$ cat config.mk
export PLATFORM = sky130hd
export DESIGN_NAME = sub_irq_ctrl
export DESIGN_NICKNAME = d
export VERILOG_FILES = /design/src/rtl/sirq_pkg.sv /design/src/rtl/sirq_src_latch.sv /design/src/rtl/sirq_prio_enc.sv /design/src/rtl/sub_irq_ctrl.sv
export SDC_FILE = /design/constraint.sdc
export NUM_CORES = 1
export LEC_CHECK = 0
export BUFFER_PORTS_ARGS = -buffer_cell sky130_fd_sc_hd__buf_2
export CAP_MARGIN = 30
export CORE_MARGIN = 8
export CORE_UTILIZATION = 23
export CTS_BUF_LIST = sky130_fd_sc_hd__clkbuf_4 sky130_fd_sc_hd__clkbuf_8
export CTS_CLUSTER_DIAMETER = 40
export DETAILED_ROUTE_END_ITERATION = 16
export SLEW_MARGIN = 20
export SYNTH_ARGS = -nofsm -noshare
export SYNTH_HDL_FRONTEND = slang
export SYNTH_HIERARCHICAL = 1
export SYNTH_SLANG_ARGS = --single-unit
$ cat constraint.sdc
create_clock -name clk -period 1.95 [get_ports clk]
set_input_delay 0.2925 -clock clk [delete_from_list [all_inputs] [get_ports clk]]
set_output_delay 0.2925 -clock clk [all_outputs]
set_load 0.05 [all_outputs]
$ cat src/rtl/sirq_pkg.sv
package sirq_pkg;
  localparam int NUM_LVL = 5;
  localparam int LVL_W   = $clog2(NUM_LVL + 1);

  // What happens to an event seen while its level is disabled
  typedef enum logic [1:0] {
    POL_DROP       = 2'd0,  // discard event, keep existing pending state
    POL_CLR_ON_DIS = 2'd1,  // discard event, disabling write wipes pending
    POL_HOLD       = 2'd2   // always latch, wait for enable
  } pol_e;

  function automatic pol_e level_policy(int lvl);
    case (lvl)
      1:       return POL_DROP;
      2, 3:    return POL_CLR_ON_DIS;
      default: return POL_HOLD;
    endcase
  endfunction
endpackage

$ cat src/rtl/sirq_src_latch.sv
module sirq_src_latch #(
  parameter sirq_pkg::pol_e POLICY = sirq_pkg::POL_HOLD
) (
  input  logic clk,
  input  logic rst_n,
  input  logic evt,
  input  logic en,
  input  logic dis_wr,
  input  logic ack_hit,
  output logic pend
);
  logic take_evt;
  logic wipe;

  generate
    if (POLICY == sirq_pkg::POL_HOLD) begin : g_hold
      assign take_evt = evt;
      assign wipe     = 1'b0;
    end else if (POLICY == sirq_pkg::POL_CLR_ON_DIS) begin : g_clr
      assign take_evt = evt & en;
      assign wipe     = dis_wr;
    end else begin : g_drop
      assign take_evt = evt & en;
      assign wipe     = 1'b0;
    end
  endgenerate

  always_ff @(posedge clk) begin
    if (!rst_n)        pend <= 1'b0;
    else if (wipe)     pend <= 1'b0;
    else if (take_evt) pend <= 1'b1;
    else if (ack_hit)  pend <= 1'b0;
  end
endmodule

$ cat src/rtl/sirq_prio_enc.sv
module sirq_prio_enc #(
  parameter int N = 5,
  parameter int W = $clog2(N + 1)
) (
  input  logic [N-1:0] active,
  output logic [W-1:0] level
);
  always_comb begin
    level = '0;
    for (int i = 0; i < N; i++) begin
      if (active[i]) level = W'(i + 1);
    end
  end
endmodule

$ cat src/rtl/sub_irq_ctrl.sv
module sub_irq_ctrl (
  input  logic                        clk,
  input  logic                        rst_n,
  input  logic [sirq_pkg::NUM_LVL-1:0] evt_pulse,
  input  logic                        mask_we,
  input  logic [sirq_pkg::NUM_LVL-1:0] mask_wdata,
  input  logic                        ack_valid,
  input  logic [sirq_pkg::LVL_W-1:0]   ack_level,
  output logic [sirq_pkg::LVL_W-1:0]   irq_level
);
  localparam int N = sirq_pkg::NUM_LVL;
  localparam int W = sirq_pkg::LVL_W;

  logic [N-1:0] mask_q;
  logic [N-1:0] pend;

  always_ff @(posedge clk) begin
    if (!rst_n)       mask_q <= '0;
    else if (mask_we) mask_q <= mask_wdata;
  end

  genvar g;
  generate
    for (g = 0; g < N; g++) begin : g_src
      sirq_src_latch #(.POLICY(sirq_pkg::level_policy(g + 1))) u_latch (
        .clk     (clk),
        .rst_n   (rst_n),
        .evt     (evt_pulse[g]),
        .en      (mask_q[g]),
        .dis_wr  (mask_we & ~mask_wdata[g]),
        .ack_hit (ack_valid && (ack_level == W'(g + 1))),
        .pend    (pend[g])
      );
    end
  endgenerate

  sirq_prio_enc #(.N(N), .W(W)) u_enc (
    .active (pend & mask_q),
    .level  (irq_level)
  );
endmodule

==> impl_metrics.yaml, run 1 <==
worst_setup_path:
  cp-start-kind: "flop"
  worstPathArrival_ns: 1.37
  criticalPathCategory: "flop to primary output"
  cp-end-kind: "primary output"
  cp.required_ns: 1.66
  critPathMaxFanout: 3
sta:
  hold_viol: 0
  rsz0062_at_grt: "no"
  max_freq_mhz: 602
  period_share_pct: 85.2
  tightest_slew_ns: 0.359
  drv_slew: 0
  setup_viol: 0
  slew-limit-headroom_pct: 75.8
  finalClockSkew_ns: 0.00257
  setup_tns_ns: 0
  post-route-min-period_ns: 1.66
floorplan:
  ioPinCount: 20
  die-area_um2: 4110
  core_um2: 2210
  fp.dieW_um: 64.1
  row_count: 17
  initial_core_util_pct: 24.1
  die_h_um: 64.1
finish:
  layout_common_cells: "buf_2 (19), dfxtp_1 (10), nor2b_1 (7)"
  finalCoreUtilization_pct: 31.1
  num-fill-cells: 256
  drive_gt1_share_pct: 39.0
  layout_commonest_cell: "buf_2"
  diodes: 0
  layout.nets: 95
  areaGrowthSynthToFinish_pct: 29.1
drt:
  route.detailed.drc: 0
  wl_per_cell_um: 11.2
  first_iter_violations: 4
  drt_first_pass_iters: 2
  wirelength_mm: 1.18
  antenna_left: 0
  route.vias.total: 437
  via_per_inst: 4.16
power:
  p_leak_nw: 0.306
  clkPwrFrac_pct: 39.4
  power.internal_w: 0.000366
  power-per-cell-area_nw_per_um2: 705
  p_switching_w: 0.000119
  p_comb_share_pct: 14.9
  power_frac_seq_pct: 45.6
  max-vdd-ir-drop_uv: 347
  sw_frac_of_total_pct: 24.5
min_path:
  worstHoldPathType: "input pin to flop"
run_status:
  status: "completed"
clock_network:
  htree_levels: 1
  hold_buffers: 0
  cts_made_buffers: 3
  clk_pin_slew_ns: 0.07
  clock-sinks: 10
  ctsResizeCount: 0
  clockRootBuffer: "clkbuf_4"
  cts_tree: "built"
  cts_setup_buffers: 0
  insertion_delay_ns: 0.27
  clockBufferDepth: 2
place:
  io_buffers: 19
  dp_hpwl_um: 928
  globalplace.congestion: 0.655
yosys:
  syn_nets: 72
  syn_inst: 55
  avgSynthCellArea_um2: 9.69
  netlist_area_um2: 533
  ys_warn_count: 6
global_routing:
  grt_pass1_wl_mm: 2.10
  overflow: 0
  antenna_found_initial: 0
  grt_max_degree: 11
  grt_pass1_vias: 511
  grt.total_usage_pct: 6.43
job:
  maxCapViolations: 0
-- per-stage QoR --
step,hold WS (ns),area (um^2),cells,setup slack (ns),power (W)
finish,0.230,688,105,0.288,0.000485
global route,0.213,688,105,0.203,0.000516
CTS,0.222,688,105,0.283,0.000494
detailed placement,0.467,652,101,0.594,0.000299
global placement,0.461,652,101,0.613,0.000298
floorplan,0.410,533,55,0.0475,0.000272
-- worst max-delay path, cell delays in order, from the launching register on --
cell	delay, ns
dfxtp_1	0.31
and2_1	0.17
or2_1	0.24
nor2_1	0.11
buf_2	0.27
-- metal layers --
metal / up-vias / track usage (%) / wire [um]
met3: 4 / 2.09 / 52
met1: 190 / 7.72 / 555
met2: 14 / 9.28 / 537
li1: 229 / - / -
met4: 0 / 4.90 / 30
met5: - / 0 / 0
-- sequential cells by signal, summed over array words and instances, names as in the netlist --
| name | cells |
|---|---|
| g_src.u_latch/pend | 5 |
| mask_q | 5 |
-- power by group through the flow --
stage	logic, W	registers, W	clock network, W
floorplan	0.0000478	0.000224	0
global placement	0.0000716	0.000226	0
detailed placement	0.0000728	0.000226	0
CTS	0.0000732	0.000222	0.000199
global route	0.0000800	0.000224	0.000213
finish	0.0000724	0.000221	0.000191
-- final timing paths --
check / to / slack (ns) / from / cells past startpoint
hold / removal: g_src[4].u_latch/pend$_SDFFE_PN0P_ / 0.23 / evt_pulse[4] / 2
hold reg to reg: g_src[1].u_latch/pend$_SDFFE_PP0P_ / 0.47 / g_src[1].u_latch/pend$_SDFFE_PP0P_ / 2
setup reg to reg: g_src[4].u_latch/pend$_SDFFE_PN0P_ / 1.26 / g_src[4].u_latch/pend$_SDFFE_PN0P_ / 2
setup / recovery: irq_level[1] / 0.29 / g_src[3].u_latch/pend$_SDFFE_PN0P_ / 4
-- layout make-up --
type | instances | area [um^2] | area share (%)
well taps | 28 | 35.0 | 5.09
repair buffers | 19 | 95.1 | 13.8
flip-flops and latches | 10 | 200 | 29.1
clock buffers | 4 | 36.3 | 5.27
inverters | 1 | 3.75 | 0.545
multi-input cells | 43 | 318 | 46.2
Power figures use the tool's default switching activity.
==> inputs of run 2 (changes only) <==
==> constraint.sdc (replaced) <==
create_clock -name clk -period 1.5 [get_ports clk]
set_input_delay 0.3 -clock clk [delete_from_list [all_inputs] [get_ports clk]]
set_output_delay 0.3 -clock clk [all_outputs]
set_load 0.05 [all_outputs]
==> run 2 against run 1 <==
Compared with the run above: the run now ends with negative setup slack left; power is 18% higher; global-route usage stayed put; via count is 3.0% higher; critical path depth is 1 lower; critical endpoint is now irq_level[0]; largest power group unchanged.
==> impl_metrics.yaml, run 2 (synthesis gave the netlist of run 1 again) <==
finish:
  num-fill-cells: 251
  layout.nets: 95
  instances_no_fill: 104
  layout_commonest_cell: "buf_2"
  drive_gt1_share_pct: 55.3
  areaGrowthSynthToFinish_pct: 35.9
  finalCoreUtilization_pct: 32.7
  diodes: 0
  layout_common_cells: "buf_2 (16), nor2b_1 (7), dfxtp_2 (6)"
  reg_top3: "g_src.u_latch/pend: 5 flops, mask_q: 5 flops"
min_path:
  worstHoldPathType: "input pin to flop"
floorplan:
  row_count: 17
  ioPinCount: 20
  core_um2: 2210
  die-area_um2: 4110
  fp.dieW_um: 64.1
  die_h_um: 64.1
  initial_core_util_pct: 24.1
global_routing:
  grt_pass1_wl_mm: 2.13
  grt.busiest_layer: "met2"
  use_met2_pct: 9.03
  met1_usage_pct: 8.22
  antenna_found_initial: 0
  grt_pass1_vias: 488
  use_met3_pct: 2.61
  overflow: 0
  grt.total_usage_pct: 6.43
  grt_max_degree: 11
clock_network:
  clockRootBuffer: "clkbuf_4"
  insertion_delay_ns: 0.26
  htree_levels: 1
  cts_tree: "built"
  cts_setup_buffers: 0
  hold_buffers: 0
  clk_pin_slew_ns: 0.06
  cts_made_buffers: 3
  clockBufferDepth: 2
  clock-sinks: 10
sta:
  max_freq_mhz: 650
  slew-limit-headroom_pct: 77.3
  drv_slew: 0
  tightest_slew_ns: 0.340
  setup_viol: 2
  hold_viol: 0
  finalClockSkew_ns: 0.00356
  setup_tns_ns: -0.0716
  hold-worst-slack_ns: 0.252
  period_share_pct: 103
  rsz0062_at_grt: "yes"
  setup_slack_ns: -0.0395
  post-route-min-period_ns: 1.54
job:
  maxCapViolations: 0
place:
  dp_hpwl_um: 990
  globalplace.congestion: 0.798
  dp_cells: 101
  place_ws_ns: 0.0665
  io_buffers: 19
power:
  max-vdd-ir-drop_uv: 460
  p_leak_nw: 0.309
  power-per-cell-area_nw_per_um2: 787
drt:
  first_iter_violations: 5
  antenna_left: 0
  drt_first_pass_iters: 4
  wl_per_cell_um: 11.7
  wirelength_mm: 1.22
  via_per_inst: 4.33
  route.detailed.drc: 0
  route.vias.total: 450
worst_setup_path:
  r2r_setup_slack_ns: 0.80
  worstPathArrival_ns: 1.24
  timing.rr.end: "g_src[3].u_latch/pend$_SDFFE_PN0P_"
  criticalPathCategory: "flop to primary output"
  cp.required_ns: 1.20
  cp-end-kind: "primary output"
  r2r_start: "g_src[3].u_latch/pend$_SDFFE_PN0P_"
  rr_worst_depth: 2
  critPathMaxFanout: 3
  setup.worst_path.end: "irq_level[0]"
  cp-start-kind: "flop"
  crit_start: "mask_q[2]$_SDFFE_PN0P_"
run_status:
  violations: "negative setup slack"
  status: "finished with violations"
## run 2: cell types whose count changed in the layout (fill, tap and decap cells not counted), sizes merged
cell / previous run / this run
clkbuf: 4 / 3
## run 2: through the flow
step           area [um^2]  power, W
2_1_floorplan          541  0.000356
3_3_place_gp           659  0.000390
3_5_place_dp           659  0.000392
4_1_cts                706  0.000578
5_1_grt                724  0.000607
6_report               724  0.000570
## run 2: cell type report
class                           count  area [um^2]  share of cell area [%]
Tap cell                           28         35.0                    4.84
Clock buffer                        3         22.5                    3.11
Multi-Input combinational cell     43          338                    46.6
Inverter                            1         3.75                   0.518
Timing Repair Buffer               19          118                    16.2
Sequential cell                    10          208                    28.7
## run 2: what timing repair did
action | CTS | global route
resized for setup | 11 | 8
setup endpoints to repair | 3 | 3
endpoints found under the hold margin | 0 | 0
pin swaps | 3 | 2
## run 2: metal layers
layer,vias up,share of wire [%]
li1,228,-
met4,0,0
met1,205,50
met2,17,42
met3,0,8.4
met5,-,0
## run 2: worst min-delay path by stage
stage	end	cells after the start	start	slack, ns
final	g_src[4].u_latch/pend$_SDFFE_PN0P_	2	evt_pulse[4]	0.25
after global routing	g_src[4].u_latch/pend$_SDFFE_PN0P_	2	evt_pulse[4]	0.24
after CTS	g_src[4].u_latch/pend$_SDFFE_PN0P_	2	evt_pulse[4]	0.24
after detailed placement	g_src[1].u_latch/pend$_SDFFE_PP0P_	2	g_src[1].u_latch/pend$_SDFFE_PP0P_	0.47
after global placement	g_src[2].u_latch/pend$_SDFFE_PP0P_	2	g_src[2].u_latch/pend$_SDFFE_PP0P_	0.46
after floorplan	g_src[3].u_latch/pend$_SDFFE_PN0P_	1	rst_n	0.42
## run 2: where the power goes
group | leakage, nW | internal (W) | switching [W]
Combinational | 0.211 | 0.0000560 | 0.0000491
Sequential | 0.0845 | 0.000282 | 0.00000812
Clock | 0.0138 | 0.0000922 | 0.0000824
## run 2: worst max-delay path, cell delays in order (launching register included)
cell	delay, ns
dfxtp_2	0.32
and2_4	0.14
a221o_1	0.36
buf_6	0.16
==> inputs of run 3 (changes only) <==
--- a/config.mk
+++ b/config.mk
@@ -5,13 +5,15 @@
 export SDC_FILE = /design/constraint.sdc
 export NUM_CORES = 1
 export LEC_CHECK = 0
+export ABC_AREA = 1
 export BUFFER_PORTS_ARGS = -buffer_cell sky130_fd_sc_hd__buf_2
 export CAP_MARGIN = 30
 export CORE_MARGIN = 8
 export CORE_UTILIZATION = 23
-export CTS_BUF_LIST = sky130_fd_sc_hd__clkbuf_4 sky130_fd_sc_hd__clkbuf_8
+export CTS_BUF_LIST = sky130_fd_sc_hd__clkbuf_4 sky130_fd_sc_hd__clkbuf_8 sky130_fd_sc_hd__clkbuf_16
 export CTS_CLUSTER_DIAMETER = 40
 export DETAILED_ROUTE_END_ITERATION = 16
+export PLACE_DENSITY = 0.51
 export SLEW_MARGIN = 20
 export SYNTH_ARGS = -nofsm -noshare
 export SYNTH_HDL_FRONTEND = slang
==> run 3 against run 2 <==
Compared with the run above: the run now ends clean; routed wire length rose by 1.1%; sequential share of layout area shrank 2.6 points; worst hold slack better by 0.030 ns; design area grew 8.1%; die area increased by 8.9%; sequential power about the same; area after synthesis increased by 12%; first-iteration DRC count grew to 4.0 times the previous value; via count is 22% higher; final cell count is 44% higher; clock skew hardly changed; largest cell class unchanged; highest routed layer is now met4.
==> impl_metrics.yaml, run 3 <==
yosys:
  ys_warn_count: 6
  avgSynthCellArea_um2: 6.15
  syn_inst: 97
  syn_nets: 114
  netlist_area_um2: 597
floorplan:
  die_h_um: 66.9
  ioPinCount: 20
  initial_core_util_pct: 24.1
  core_um2: 2480
  fp.dieW_um: 66.9
  row_count: 18
  die-area_um2: 4480
worst_setup_path:
  cp-start-kind: "flop"
  criticalPathCategory: "flop to primary output"
  cp.required_ns: 1.20
  r2r_start: "mask_q[1]$_SDFFE_PN0P_"
  worstPathArrival_ns: 1.11
  crit_start: "mask_q[1]$_SDFFE_PN0P_"
  timing.rr.end: "mask_q[1]$_SDFFE_PN0P_"
  rr_worst_depth: 3
  critPathMaxFanout: 2
  r2r_setup_slack_ns: 0.79
  cp-end-kind: "primary output"
sta:
  slew-limit-headroom_pct: 83.5
  post-route-min-period_ns: 1.41
  setup_slack_ns: 0.0874
  hold_viol: 0
  tightest_slew_ns: 0.250
  finalClockSkew_ns: 0.00326
  setup_viol: 0
  period_share_pct: 94.2
  setup_tns_ns: 0
  max_freq_mhz: 708
  drv_slew: 0
  hold-worst-slack_ns: 0.282
clock_network:
  htree_levels: 1
  cts_made_buffers: 3
  cts_tree: "built"
  insertion_delay_ns: 0.26
  clockBufferDepth: 2
  clk_pin_slew_ns: 0.07
  clock-sinks: 10
  hold_buffers: 0
  clockRootBuffer: "clkbuf_4"
drt:
  wl_per_cell_um: 8.23
  via_per_inst: 3.67
  first_iter_violations: 20
  route.detailed.drc: 0
  drt_first_pass_iters: 4
  wirelength_mm: 1.23
  antenna_left: 0
  route.vias.total: 550
place:
  io_buffers: 19
  globalplace.congestion: 0.688
  place_ws_ns: 0.288
  dp_hpwl_mm: 1.02
global_routing:
  grt.busiest_layer: "met2"
  antenna_found_initial: 0
  grt_pass1_vias: 542
  use_met3_pct: 1.17
  grt.total_usage_pct: 6.08
  overflow: 0
  use_met2_pct: 8.12
  grt_pass1_wl_mm: 2.13
  grt_max_degree: 11
  met1_usage_pct: 7.93
power:
  max-vdd-ir-drop_uv: 289
  power-per-cell-area_nw_per_um2: 836
  p_leak_nw: 0.452
finish:
  num-fill-cells: 287
  seqCellArea_um2: 204
  reg_top3: "g_src.u_latch/pend: 5 flops, mask_q: 5 flops"
  drive_gt1_share_pct: 43.3
  layout_commonest_cell: "inv_1"
  layout.nets: 138
  multi_input_comb_area_um2: 274
  areaGrowthSynthToFinish_pct: 31.2
  diodes: 0
  layout_common_cells: "inv_1 (26), nand2_1 (24), buf_2 (17)"
job:
  maxCapViolations: 0
run_status:
  status: "completed"
min_path:
  worstHoldPathType: "input pin to flop"
  hold_end: "g_src[3].u_latch/pend$_SDFFE_PN0P_"
  worstHoldPathCells: 3
  min-delay-start: "evt_pulse[3]"
==> run 3: layout make-up <==
type,count,share of cell area (%)
Timing Repair Buffer,20,14.7
Tap cell,30,4.79
Clock buffer,4,4.63
Inverter,31,14.9
Multi-Input combinational cell,55,35.0
Sequential cell,10,26.0
==> run 3: critical path: stages (launching register included) <==
cell and delay (ns):
dfxtp_2 0.32, nand2_2 0.06, inv_2 0.03, inv_2 0.05
nand2_2 0.05, nand2_2 0.05, nand2_1 0.05, nand2_1 0.08
buf_6 0.16
==> run 3: timing repair <==
action | in CTS | in global routing
setup endpoints to repair | 1 | 2
buffers inserted | 0 | 1
endpoints found under the hold margin | 0 | 0
pin swaps | 0 | 4
resized for setup | 1 | 10
==> run 3: power by group <==
part	internal [W]	switching, W	total [W]
Sequential	0.000283	0.00000953	0.000293
Combinational	0.0000494	0.0000730	0.000122
Clock	0.000147	0.0000920	0.000239
==> run 3: stage by stage <==
stage	cells	util (%)	power (W)	instance area, um^2
3_5_place_dp	145	29.0	0.000415	718
6_report	150	31.6	0.000655	783
5_1_grt	150	31.6	0.000701	783
4_1_cts	149	30.6	0.000659	757
3_3_place_gp	145	29.0	0.000413	718
2_1_floorplan	97	-	0.000377	597
==> run 3: worst max-delay path by stage <==
| stage | cells past startpoint | slack (ns) | endpoint |
|---|---|---|---|
| 6_report | 8 | 0.09 | irq_level[0] |
| 5_1_grt | 8 | -0.002 | irq_level[0] |
| 4_1_cts | 5 | 0.02 | irq_level[1] |
| 3_5_place_dp | 8 | 0.29 | irq_level[0] |
| 3_3_place_gp | 8 | 0.28 | irq_level[0] |
| 2_1_floorplan | 5 | 0.07 | irq_level[1] |
==> run 3: layer usage <==
layer	up-vias	routed length [um]
li1	314	-
met1	219	618
met2	15	509
met3	2	92
met4	0	14
met5	-	0
